[src/rtl/tbk_pkg.sv]
package tbk_pkg;

    localparam int STATE_W    = 2;
    localparam int NUM_STATES = 1 << STATE_W;

    typedef logic [STATE_W-1:0]    state_t;
    typedef logic [NUM_STATES-1:0] dvec_t;

    // decision vector travelling down the delay line
    typedef struct packed {
        logic  vld;
        dvec_t bits;
    } dslot_t;

    // traced state travelling down the cascade
    typedef struct packed {
        logic   vld;
        state_t st;
    } ptr_t;

    // one traceback stage: decision bit enters as LSB, MSB falls off
    function automatic state_t pred_state(input state_t s, input dvec_t d);
        state_t r;
        r = {s[STATE_W-2:0], d[s]};
        return r;
    endfunction

endpackage

[src/rtl/tbk_dec_pair.sv]
module tbk_dec_pair
    import tbk_pkg::*;
(
    input  logic   clk,
    input  logic   rst,
    input  logic   adv,
    input  dslot_t dec_in,
    output dslot_t dec_fwd
);

    dslot_t stage_a;
    dslot_t stage_b;

    always_ff @(posedge clk) begin
        if (rst) begin
            stage_a <= '0;
            stage_b <= '0;
        end else if (adv) begin
            stage_a <= dec_in;
            stage_b <= stage_a;
        end
    end

    assign dec_fwd = stage_b;

endmodule

[src/rtl/tbk_cell.sv]
module tbk_cell
    import tbk_pkg::*;
(
    input  logic   clk,
    input  logic   rst,
    input  logic   adv,
    input  dslot_t dec_in,
    input  ptr_t   ptr_in,
    output ptr_t   ptr_q
);

    ptr_t ptr_nxt;

    always_comb begin
        ptr_nxt.vld = ptr_in.vld & dec_in.vld;
        ptr_nxt.st  = pred_state(ptr_in.st, dec_in.bits);
    end

    always_ff @(posedge clk) begin
        if (rst) begin
            ptr_q <= '0;
        end else if (adv) begin
            ptr_q <= ptr_nxt;
        end
    end

endmodule

[src/rtl/tbk_out_stage.sv]
module tbk_out_stage
    import tbk_pkg::*;
(
    input  logic clk,
    input  logic rst,
    input  logic adv,
    input  ptr_t ptr_last,
    output logic bit_valid,
    output logic bit_out
);

    logic adv_q;

    always_ff @(posedge clk) begin
        if (rst) begin
            adv_q <= 1'b0;
        end else begin
            adv_q <= adv;
        end
    end

    assign bit_valid = adv_q & ptr_last.vld;
    assign bit_out   = ptr_last.st[STATE_W-1];

endmodule

[src/rtl/traceback_survivor.sv]
module traceback_survivor
    import tbk_pkg::*;
#(
    parameter int DEPTH       = 15,
    parameter int START_STATE = 0
) (
    input  logic                  clk,
    input  logic                  rst,
    input  logic                  dec_valid,
    input  logic [NUM_STATES-1:0] dec_vec,
    output logic                  bit_valid,
    output logic                  bit_out
);

    localparam int     LAST      = DEPTH - 1;
    localparam state_t START_ST  = state_t'(START_STATE);

    ptr_t   ptr_chain [DEPTH+1];
    dslot_t dec_chain [DEPTH];

    assign ptr_chain[0].vld  = 1'b1;
    assign ptr_chain[0].st   = START_ST;
    assign dec_chain[0].vld  = dec_valid;
    assign dec_chain[0].bits = dec_vec;

    for (genvar g = 0; g < DEPTH; g++) begin : g_cell
        tbk_cell u_cell (
            .clk    (clk),
            .rst    (rst),
            .adv    (dec_valid),
            .dec_in (dec_chain[g]),
            .ptr_in (ptr_chain[g]),
            .ptr_q  (ptr_chain[g+1])
        );
        if (g < LAST) begin : g_fwd
            tbk_dec_pair u_pair (
                .clk     (clk),
                .rst     (rst),
                .adv     (dec_valid),
                .dec_in  (dec_chain[g]),
                .dec_fwd (dec_chain[g+1])
            );
        end
    end

    tbk_out_stage u_out (
        .clk       (clk),
        .rst       (rst),
        .adv       (dec_valid),
        .ptr_last  (ptr_chain[DEPTH]),
        .bit_valid (bit_valid),
        .bit_out   (bit_out)
    );

endmodule

[config.mk]
export PLATFORM = sky130hd
export DESIGN_NAME = traceback_survivor
export DESIGN_NICKNAME = d
export VERILOG_FILES = /design/src/rtl/tbk_pkg.sv /design/src/rtl/tbk_dec_pair.sv /design/src/rtl/tbk_cell.sv /design/src/rtl/tbk_out_stage.sv /design/src/rtl/traceback_survivor.sv
export SDC_FILE = /design/constraint.sdc
export NUM_CORES = 1
export LEC_CHECK = 0
export ABC_AREA = 1
export BUFFER_PORTS_ARGS = -buffer_cell sky130_fd_sc_hd__clkbuf_2
export CORE_MARGIN = 8
export CORE_UTILIZATION = 47
export DETAILED_ROUTE_END_ITERATION = 10
export GPL_TIMING_DRIVEN = 0
export PLACE_DENSITY_LB_ADDON = 0.2
export SLEW_MARGIN = 20
export SYNTH_ARGS = -nofsm -noshare
export SYNTH_HDL_FRONTEND = slang
export SYNTH_HIERARCHICAL = 1
export SYNTH_SLANG_ARGS = --single-unit
export TNS_END_PERCENT = 30
[constraint.sdc]
create_clock -name clk -period 0.8 [get_ports clk]
set_input_delay 0.04 -clock clk [delete_from_list [all_inputs] [get_ports clk]]
set_output_delay 0.04 -clock clk [all_outputs]
set_load 0.01 [all_outputs]
======== After elaboration in Yosys (flattened, before gate mapping) ========
Index checks and enable logic that the tools add are counted.
operators by class
  $lt $le $gt $ge ......................... 14
  muxes and demuxes ....................... 28
  bitwise logic cells ..................... 15
operator list
  kind                                                        count
  less-than comparator 2 x 3 -> 1 bit, second input constant  13
  binary-select mux 1 bit (select 2 bit)                      13
  bitwise AND 1 bit                                           15
  2-to-1 mux 1 bit                                            15
  less-than comparator 1 x 3 -> 1 bit, second input constant  1
storage, ports and cells
  input bits .............................. 7
  output and inout port bits .............. 2
  register bits ........................... 184
  logic and storage cells ................. 143

======== Depth between registers and ports, before layout ========
  depth in word-level cells ............... 2
  depth in mapped cells ................... 5
  depth with buffers taken out ............ 5

======== Modules after synthesis ========
Netlist, hierarchy kept.
by module, submodules not included
  module              seq. area each (µm²)  instances  area an instance (µm²)  cells an instance
  tbk_dec_pair        200.2                 14         419.2                   63
  tbk_cell            60.1                  15         142.6                   20
  tbk_out_stage       20.0                  1          45.0                    6
  traceback_survivor  0.0                   1          7.5                     2

======== Worst setup path before layout ========
Ideal clock, no wire load.
  path kind ............................... flip-flop to flip-flop
  from .................................... reg g_cell[13].u_cell/ptr_q[0] in the netlist's numbering
  to ...................................... reg g_cell[14].u_cell/ptr_q[0] in the netlist's numbering
  arrival ................................. 0.605 ns
  data required time ...................... 0.678 ns
  setup time .............................. 0.122 ns
  period minus slack after synthesis ...... 0.727 ns
  cell stages (with the launch flop) ...... 6
  slack ................................... 0.073 ns
  buffers on the path ..................... 0
  cell sequence ........................... dfxtp_1 inv_2 nand2_1 nand3_2 nand2_1 a21oi_2
on the way
  cells in the longest elaborated chain, start to end .. 2
ends and longest elaborated chain
  what                                    line            source
  from (decl)                             tbk_cell.sv:9   output ptr_t ptr_q
  from (signal assigned)                  tbk_cell.sv:23  ptr_q <= ptr_nxt;
  binary-select mux 1 bit (select 2 bit)  tbk_pkg.sv:24   r = {s[STATE_W-2:0], d[s]};
  2-to-1 mux 1 bit (implied by the code)  tbk_pkg.sv:24
  to (signal assigned)                    tbk_cell.sv:23
  to (decl)                               tbk_cell.sv:9
No other way between the ends. The select of a mux whose other input is x is not followed.
A chain may end at the register's enable or synchronous reset.

======== Worst setup path in the final report ========
  from .................................... reg g_cell[14].u_cell/ptr_q[2] in the netlist's numbering
  to ...................................... out bit_valid
on the way
  cells in the longest elaborated chain, start to end .. 1
ends and longest elaborated chain
  what               line                      source
  bitwise AND 1 bit  tbk_out_stage.sv:22       assign bit_valid = adv_q & ptr_last.vld;
  to (decl)          traceback_survivor.sv:11  output logic bit_valid,
No other way between the ends.

==> results.toml <==
[outcome]
outcome = "finished, violations left"
failed_checks = "setup timing"

[critical_path]
path_buf_inv = 2
worstSetupPathType = "flop to output port"
worstPathCellList = "nand2_1 -> inv_1 -> buf_2"
endpoint_kind = "output port"
crit_arrival_ns = 0.95
crit_family = "flip-flops"
cpPeakStageDelay_ns = 0.33
cp-start-kind = "flop"
critical_path.slowest_cell = "dfxtp_2"
path_max_fanout = 2
required_ns = 0.76

[floorplan]
dieArea_um2 = 20600
die_h_um = 144
coreArea_um2 = 15900
die_w_um = 144
start_util = 0.481
ios = 9
row_count = 46

[placement]
dpl-instance-area_um2 = 8010
portBuffers = 8
place.detailed.hpwl_mm = 8.58
place_congestion = 0.730

[route]
vias_per_cell = 4.32
wire_per_inst_um = 10.0
antenna_left = 0
dr.pass1.iters = 4
drtIter0Drc = 299
drt_wl_total_mm = 14.0
drcViolationCount = 0
vias = 6057

[cells_and_area]
n_antenna_cell = 0
final_common_cell = "nand2_1"
stdcell_area_um2 = 8960
area_delta_synth_final_pct = 17.2
fillers = 1578
drive_gt1_frac = 0.173
layout_common_cells = "nand2_1, nor2_1, inv_1"
nets = 1181

[clocking]
clock_path_buffers = 2
cts_root_buf = "clkbuf_16"
clock_sinks = 176
cts_inserted_buffers = 17
clk_pin_slew_ns = 0.06
tritoncts = "yes"
htree_num_levels = 4
worstSkewPairLatency_ns = 0.42

[synth]
syn_area_um2 = 7640
syn_avg_cell_area_um2 = 6.78
synth_cells = 1128
yosysWarnings = 6

[pwr]
power_switching_mw = 5.01
p_leak_nw = 4.22
clkPwrFrac = 0.421
internal_power_mw = 15.7
power_density_nw_per_um2 = 2310
p_total_mw = 20.7
pwr-share-comb = 0.108
ir_drop_v = 0.00145
swShare = 0.242
pwr-share-seq = 0.471

[global_route]
grt_max_degree = 91
grt_pass1_vias = 5528
antenna_found_initial = 0
gr-usage-all-layers = 0.142
grt_first_pass_wirelength_mm = 24.2
overflow = 0

[sta]
grt_setup_unrepaired = "true"
finalCriticalPeriod_ns = 0.986
fin_hold_ws_ns = 0.0609
setup_viol = 2
fmax_ghz = 1.01
fin_worst_skew_ns = 0.00859
finalCritPeriodShare = 1.23
hold_violations = 0
fin_ws_ns = -0.186
slew_viol_final = 0

[job]
drv_cap = 0

[worst_hold_path]
min_path_type = "input port to flop"
[flip-flops by register name, summed over array words and instances, names as in the netlist]
register and flops:
g_cell.g_fwd.u_pair/dec_fwd 66, g_cell.g_fwd.u_pair/stage_a 66, g_cell.u_cell/ptr_q 43, u_out/adv_q 1
[metrics by stage]
step	setup WS [ns]	TNS, ns	std cells	utilization
after floorplan	0.0734	0	1132	-
after global placement	-1.92	-312.06	1356	0.502
after detailed placement	-0.778	-113.50	1357	0.504
after CTS	-0.223	-1.19	1395	0.549
after global routing	-0.238	-0.483	1403	0.564
final	-0.186	-0.279	1403	0.564
[routing by layer]
layer / wire length (µm) / track usage / vias to the layer above
li1: - / - / 3420
met1: 7220 / 0.181 / 2586
met2: 6370 / 0.232 / 38
met3: 269 / 0.0279 / 13
met4: 185 / 0.0581 / 0
met5: 0 / 0 / -
[power groups by stage]
stage / logic (mW) / clock network [mW] / registers (mW)
6_report: 2.23 / 8.71 / 9.76
5_1_grt: 2.60 / 9.25 / 9.83
3_3_place_gp: 2.03 / 0 / 9.92
3_5_place_dp: 2.06 / 0 / 9.93
2_1_floorplan: 1.63 / 0 / 9.82
4_1_cts: 2.11 / 8.90 / 9.75
[path summary, 6_finish.rpt]
check | startpoint | end | slack, ns | cells after the start
setup / recovery | g_cell[14].u_cell/ptr_q[2]$_SDFFE_PP0P_ | bit_valid | -0.19 | 3
setup reg to reg | g_cell[10].u_cell/ptr_q[0]$_SDFFE_PP0P_ | g_cell[11].u_cell/ptr_q[0]$_SDFFE_PP0P_ | 0.01 | 5
hold / removal | rst | g_cell[13].g_fwd.u_pair/stage_a[4]$_SDFFE_PP0P_ | 0.06 | 4
hold reg to reg | g_cell[13].u_cell/ptr_q[0]$_SDFFE_PP0P_ | g_cell[14].u_cell/ptr_q[1]$_SDFFE_PP0P_ | 0.44 | 2
[worst register-to-register path, stage by stage, from the launching register on]
cell and delay, ns:
dfxtp_2 0.36, inv_2 0.06, nand2_2 0.06, nand3_2 0.07, nand2_2 0.08, a21oi_2 0.05
[layout make-up]
| cell class | count | area, µm² | share of cell area |
|---|---|---|---|
| Inverter | 192 | 746 | 0.0833 |
| Buffer | 28 | 315 | 0.0352 |
| Multi-Input combinational cell | 735 | 3190 | 0.356 |
| Clock buffer | 24 | 512 | 0.0571 |
| Timing Repair Buffer | 24 | 241 | 0.0270 |
| Clock inverter | 8 | 125 | 0.0140 |
| Sequential cell | 176 | 3560 | 0.397 |
| Tap cell | 216 | 270 | 0.0302 |
[what timing repair did]
item / CTS / global route
pin swaps: 0 / 10
resized for setup: 16 / 54
hold buffers: 6 / 1
setup endpoints to repair: 145 / 104
cloned: 0 / 1
hold endpoints to repair: 13 / 1
setup buffers: 0 / 7
(Power assumes the default switching activity.)
